$ cat src/rtl/emu_regsel_pkg.sv
package emu_regsel_pkg;

    // Strap pattern that selects emulation: d10 low, berr high, d1 low.
    function automatic logic strap_selects_emu(input logic d10, input logic berr, input logic d1);
        return (!d10) && berr && (!d1);
    endfunction

    typedef enum logic [1:0] {
        ACC_IDLE = 2'd0,
        ACC_INT  = 2'd1,
        ACC_EXT  = 2'd2
    } acc_kind_e;

endpackage

$ cat src/rtl/emu_mode_strap.sv
module emu_mode_strap
    import emu_regsel_pkg::*;
(
    input  logic clk,
    input  logic rst_n,
    input  logic strap_d10,
    input  logic strap_berr,
    input  logic strap_d1,
    output logic emu_mode
);
    logic mode_d, mode_q;

    always_comb begin
        mode_d = mode_q;
        if (!rst_n) begin
            mode_d = strap_selects_emu(strap_d10, strap_berr, strap_d1);
        end
    end

    always_ff @(posedge clk) begin
        mode_q <= mode_d;
    end

    assign emu_mode = mode_q;
endmodule

$ cat src/rtl/emu_addr_match.sv
module emu_addr_match #(
    parameter int AW   = 24,
    parameter int NREG = 11,
    parameter logic [NREG-1:0][AW-2:0] EXT_WADDR = '0
) (
    input  logic [AW-1:0] addr,
    output logic          hit
);
    localparam int WAW = AW - 1;

    logic [WAW-1:0]  waddr;
    logic [NREG-1:0] hits;

    assign waddr = addr[AW-1:1];

    for (genvar i = 0; i < NREG; i++) begin : g_cmp
        assign hits[i] = (waddr == EXT_WADDR[i]);
    end

    assign hit = |hits;
endmodule

$ cat src/rtl/emu_access_seq.sv
module emu_access_seq
    import emu_regsel_pkg::*;
#(
    parameter int ACC_CYC = 3
) (
    input  logic clk,
    input  logic rst_n,
    input  logic emu_mode,
    input  logic addr_hit,
    input  logic as_n,
    output logic emu_sel,
    output logic int_resp_en,
    output logic xfer_ack
);
    localparam int CW = $clog2(ACC_CYC + 1);
    localparam logic [CW-1:0] CNT_LAST = CW'(ACC_CYC);

    typedef struct packed {
        acc_kind_e       kind;
        logic [CW-1:0]   cnt;
    } seq_t;

    seq_t s_d, s_q;

    always_comb begin
        s_d = s_q;
        if (as_n) begin
            s_d.kind = ACC_IDLE;
            s_d.cnt  = '0;
        end else if (s_q.kind == ACC_IDLE) begin
            s_d.kind = (emu_mode && addr_hit) ? ACC_EXT : ACC_INT;
            s_d.cnt  = CW'(1);
        end else if (s_q.kind == ACC_EXT) begin
            if (s_q.cnt == CNT_LAST) begin
                s_d.cnt = '0;
            end else if (s_q.cnt != '0) begin
                s_d.cnt = s_q.cnt + CW'(1);
            end
        end
    end

    always_ff @(posedge clk) begin
        if (!rst_n) begin
            s_q <= '{kind: ACC_IDLE, cnt: '0};
        end else begin
            s_q <= s_d;
        end
    end

    assign emu_sel     = (s_q.kind == ACC_EXT);
    assign int_resp_en = (s_q.kind == ACC_INT);
    assign xfer_ack    = (s_q.kind == ACC_EXT) && (s_q.cnt == CNT_LAST);
endmodule

$ cat src/rtl/emu_regsel_top.sv
module emu_regsel_top #(
    parameter int AW      = 24,
    parameter int NREG    = 11,
    parameter int ACC_CYC = 3,
    parameter logic [NREG-1:0][AW-2:0] EXT_WADDR = {
        23'h7FFD0A, 23'h7FFD09, 23'h7FFD08, 23'h7FFD07, 23'h7FFD06, 23'h7FFD05,
        23'h7FFD04, 23'h7FFD03, 23'h7FFD02, 23'h7FFD01, 23'h7FFD00 }
) (
    input  logic          clk,
    input  logic          rst_n,
    input  logic          strap_d10,
    input  logic          strap_berr,
    input  logic          strap_d1,
    input  logic [AW-1:0] addr,
    input  logic          as_n,
    input  logic          rw,
    output logic          emu_sel,
    output logic          int_resp_en,
    output logic          xfer_ack
);
    logic emu_mode;
    logic addr_hit;
    logic rw_unused;

    // Reads and writes are decoded the same way.
    assign rw_unused = rw;

    emu_mode_strap i_mode (
        .clk        (clk),
        .rst_n      (rst_n),
        .strap_d10  (strap_d10),
        .strap_berr (strap_berr),
        .strap_d1   (strap_d1),
        .emu_mode   (emu_mode)
    );

    emu_addr_match #(
        .AW        (AW),
        .NREG      (NREG),
        .EXT_WADDR (EXT_WADDR)
    ) i_match (
        .addr (addr),
        .hit  (addr_hit)
    );

    emu_access_seq #(
        .ACC_CYC (ACC_CYC)
    ) i_seq (
        .clk         (clk),
        .rst_n       (rst_n),
        .emu_mode    (emu_mode),
        .addr_hit    (addr_hit),
        .as_n        (as_n),
        .emu_sel     (emu_sel),
        .int_resp_en (int_resp_en),
        .xfer_ack    (xfer_ack)
    );
endmodule

$ cat config.mk
export PLATFORM = sky130hd
export DESIGN_NAME = emu_regsel_top
export DESIGN_NICKNAME = d
export VERILOG_FILES = /design/src/rtl/emu_regsel_pkg.sv /design/src/rtl/emu_mode_strap.sv /design/src/rtl/emu_addr_match.sv /design/src/rtl/emu_access_seq.sv /design/src/rtl/emu_regsel_top.sv
export SDC_FILE = /design/constraint.sdc
export NUM_CORES = 1
export LEC_CHECK = 0
export ABC_AREA = 1
export BUFFER_PORTS_ARGS = -buffer_cell sky130_fd_sc_hd__buf_2
export CORE_UTILIZATION = 25
export CTS_CLUSTER_DIAMETER = 120
export DETAILED_ROUTE_END_ITERATION = 12
export PLACE_DENSITY = 0.66
export SLEW_MARGIN = 30
export SYNTH_ARGS = -nofsm -noshare
export SYNTH_HDL_FRONTEND = slang
export SYNTH_SLANG_ARGS = --single-unit
$ cat constraint.sdc
create_clock -name clk -period 1.4 [get_ports clk]
set_clock_uncertainty 0.15 [all_clocks]
set_input_delay 0.14 -clock clk [delete_from_list [all_inputs] [get_ports clk]]
set_output_delay 0.14 -clock clk [all_outputs]
set_load 0.01 [all_outputs]
Word level (Yosys, flattened, before mapping)
Index checks and enable logic that the tools add are counted.
- multiplexer cells: 5
- multipliers: 0
- $lt $le $gt $ge: 0
- reductions and logical operators: 16
- divide/modulo/power cells: 0
- equal/unequal tests: 14
- add/subtract/negate cells: 1
- shifts and indexed selects: 0
- bitwise gates (word level): 1
- operator list (cell ; number):
    23-bit == test, second input constant ; 11
    11-bit OR reduction ; 1
    2-bit two-way mux ; 3
    2-bit nonzero test ; 3
    2-bit == test, second input constant ; 2
    1-bit logical AND ; 4
    2-bit AND reduction ; 2
    3-bit nonzero test ; 1
    3-bit OR reduction ; 1
    2-bit by 1-bit adder with 2-bit output, second input constant ; 1
    2-bit by 1-bit == test with 1-bit output, second input constant ; 1
    1-bit logical NOT ; 2
    2-bit logical NOT ; 1
    1-bit two-way mux ; 2
    2-bit OR reduction ; 1
    1-bit NOT ; 1
- bits in latches: 0
- input bits: 31
- bits in registers: 5
- output and inout bits: 3
- ROM bits: 0
- memory bits (writable): 0
- memories: 0

Logic depth before layout (Yosys ltp)
- word-level depth: 5
- depth in mapped cells: 8
- mapped depth without buffers: 8

Hierarchy
From an unflattened synthesis, not the netlist that was laid out.
- cells, all modules: 64
- area, all modules: 389.1 um^2
- modules (own cells, without submodules) (module ; times used ; cells each ; seq. area each (um^2) ; area an instance (um^2)):
    emu_access_seq ; 1 ; 34 ; 80.1 ; 241.5
    emu_addr_match ; 1 ; 25 ; 0.0 ; 100.1
    emu_mode_strap ; 1 ; 5 ; 30.0 ; 47.5

Worst setup path after synthesis
No wires, ideal clock.
- path type: register -> register
- start point: register i_seq.s_q[0] in the netlist's numbering
- end point: register i_seq.s_q[0] in the netlist's numbering
- slack: 198 ps
- arrival time: 932 ps
- setup time: 119 ps
- stages on the path, launching flop included: 7
- buffers on the path: 0
- period minus slack after synthesis: 1202 ps
- cells stage by stage: dfxtp_1 inv_1 ha_1 nor2_1 nand2_1 o21ai_0 a21oi_1
- longest elaborated chain between the ends: 5
- ends and longest elaborated chain (item ; RTL line ; source):
    from (decl) ; emu_access_seq.sv:23 ; seq_t s_d, s_q;
    from (signal assigned) ; emu_access_seq.sv:44 ; s_q <= '{kind: ACC_IDLE, cnt: '0};
    2-bit by 1-bit adder with 2-bit output ; emu_access_seq.sv:37 ; s_d.cnt = s_q.cnt + CW'(1);
    2-bit two-way mux ; emu_access_seq.sv:36 ; end else if (s_q.cnt != '0) begin
    2-bit two-way mux ; emu_access_seq.sv:34 ; if (s_q.cnt == CNT_LAST) begin
    1-bit two-way mux ; emu_access_seq.sv:33 ; end else if (s_q.kind == ACC_EXT) begin
    1-bit two-way mux ; emu_access_seq.sv:30 ; end else if (s_q.kind == ACC_IDLE) begin
Several ways; a longest one is shown, not always the timed one. The select of a mux whose other input is x is not followed.
A chain may end at the register's enable or synchronous reset.

Final worst setup path
- start point: register i_seq.s_q[1] in the netlist's numbering
- end point: output port xfer_ack
- longest elaborated chain between the ends: 2
- ends and longest elaborated chain (item ; RTL line ; source):
    2-bit == test ; emu_access_seq.sv:52 ; assign xfer_ack = (s_q.kind == ACC_EXT) && (s_q.cnt == CNT_LAST);
    1-bit logical AND ; emu_access_seq.sv:52 ;
    to (decl) ; emu_regsel_top.sv:19 ; output logic xfer_ack
Every way passes these cells.

==> metrics.yaml <==
critical_path:
  critPathMaxStageDelay_ns: 0.34
  critPathKind: "flop to output pin"
  crit_family: "flip-flops"
  critPathMaxFanout: 3
  critPathSlowestCell: "dfxtp_1"
  required_ns: 1.11
  crit_cells: 3
  endpoint_kind: "output pin"
  path_buf_inv: 1
  arrival_ns: 1.06
  reg2regPathDepth: 6
  crit_chain: "ha_4 > and3_1 > buf_2"
  cp-start-kind: "flop"
route:
  drtIter0Drc: 5
  wl_um: 832
  dr_total_vias: 439
  wl_per_cell_um: 7.776
  viasPerCell: 4.103
  drt.antenna.violating_nets: 0
  dr.pass1.iters: 3
  drc: 0
die:
  dieArea_um2: 1608
  rows: 13
  initial_core_util_pct: 27.54
  core_area_um2: 1318
  fp.dieW_um: 40.10
  die_h_um: 40.10
  pin_count: 34
sta:
  hold_viol: 0
  tns_ns: 0
  fmax_mhz: 743.3
  timing.final.crit_share_pct: 96.10
  relSlewSlack_pct: 89.74
  finalMaxSlewViolations: 0
  worstMarginPinSlew_ns: 0.1523
  fin_crit_ns: 1.345
  finalSetupViolations: 0
  whs_ns: 0.02036
  rsz0062_at_grt: "false"
cells_and_area:
  nets: 126
  multiInputGateArea_um2: 230.2
  seq_area_um2: 111.4
  nFillCells: 145
  finish.utilization_pct: 43.97
  syn_to_final_growth_pct: 59.66
  antenna-diode-count: 0
  drive_gt1_share_pct: 48.91
yosys:
  async_flop_share_pct: 0
  yosysSeqAreaShare_pct: 30.34
  ys.flop_type: "dfxtp_1"
  synth_area_um2: 362.8
  syn_avg_cell_area_um2: 6.366
  ys_seq_elements: 5
  yosysWarnings: 0
  yosys.area.top_type: "dfxtp_1"
  syn-num-nets: 90
  ys_types: 15
  synth_commonest_cells: "16 x nand2_1, 9 x inv_1, 8 x nor2_1, 5 x nor2_2, 4 x dfxtp_1"
  yosysMostFrequentCell: "nand2_1"
  synth_top_cell_area_share_pct: 22.07
  synth_top_cells_by_area: "dfxtp_1 22%, nand2_1 17%, inv_1 9.3%"
  synth-edff-count: 1
  syn_inst: 57
cts:
  cts.sinks: 5
  ctsResizeCount: 1
  cts_setup_buffers: 0
  clockBufferDepth: 2
  worstSkewPairLatency_ns: 0.25
  cts.clk_slew.worst_paths_ns: 0.05
  hold_buffers: 0
  tritoncts: "done"
  htreeDepth: 1
  cts-root-buf: "clkbuf_4"
  numCtsBuffers: 3
placement:
  port_buffers: 31
  globalplace.congestion: 0.6174
  hpwl_um: 672.3
hold_path:
  hold_class: "input port to flop"
  min_delay_path_depth: 2
global_routing:
  grt_pass1_vias: 274
  antenna_found_initial: 0
  grt_pass1_wl_um: 1007
  overflow: 0
  grt_max_degree: 6
  track_usage_pct: 9.931
run_status:
  status: "finished, final reports clean"
pwr:
  power.leakage_nw: 0.3108
  ir_drop_uv: 451.4
  powerDensity_nw_per_um2: 701.8
flow_run:
  cap_violations: 0
==> where the power goes <==
group	leakage, nW	total [mW]	switching, mW	internal [mW]
registers	0.0426	0.158	0.00442	0.153
logic	0.253	0.0727	0.0308	0.0419
clock network	0.0150	0.176	0.0679	0.108
==> area by class of cell <==
type	count	area share (%)
clock buffers	4	4.536
inverters	10	6.479
multi-input cells	42	39.74
flip-flops and latches	5	19.22
well taps	15	3.240
repair buffers	31	26.78
==> cell families (layout without fill, tap and decap cells) <==
kind of cell             count (synthesis)  count (layout)  share of synthesized area [%]
AND/OR/NAND/NOR                         32              32                          38.62
buffers and inverters                   10              45                          10.34
AO/OA/AOI/OAI                            8               8                          13.79
flip-flops                               5               5                          30.35
adder cells (fa/ha/maj)                  2               2                          6.895
==> metrics by stage <==
step / setup slack, ns / std cells / power [mW] / area [um^2]
floorplan: 0.1983 / 57 / 0.1885 / 362.8
global placement: 0.1395 / 103 / 0.2281 / 536.8
detailed placement: 0.08263 / 103 / 0.2310 / 536.8
CTS: 0.01034 / 107 / 0.4102 / 564.3
global route: 0.007838 / 107 / 0.4347 / 579.3
finish: 0.05459 / 107 / 0.4065 / 579.3
==> final timing paths <==
check	start	to	slack, ns
worst min register to register	i_seq.s_q[1]	i_seq.s_q[1]	0.37
worst max register to register	i_seq.s_q[1]	i_seq.s_q[0]	0.09
worst min-delay path	strap_d10	i_mode.emu_mode	0.02
worst max-delay path	i_seq.s_q[1]	xfer_ack	0.05
==> registers in the layout (all words and copies together) (netlist names) <==
name             cells
i_mode.emu_mode      1
i_seq.s_q            4
==> layer usage <==
layer,vias up,share of wire (%),GRT usage [%]
met5,-,0,0
met1,169,41,11.07
met2,24,45,15.32
li1,244,-,-
met4,0,1.9,7.759
met3,2,12,3.333
==> cell usage in the layout, fill, tap and decap left out, types with 2 or more instances in the layout <==
cell type / instances
buf_2: 31
nand2_1: 16
inv_1: 9
nor2_1: 7
nor2_2: 6
a21oi_1: 3
clkbuf_4: 3
dfxtp_1: 3
o21ai_0: 2
Power figures use the tool's default switching activity.
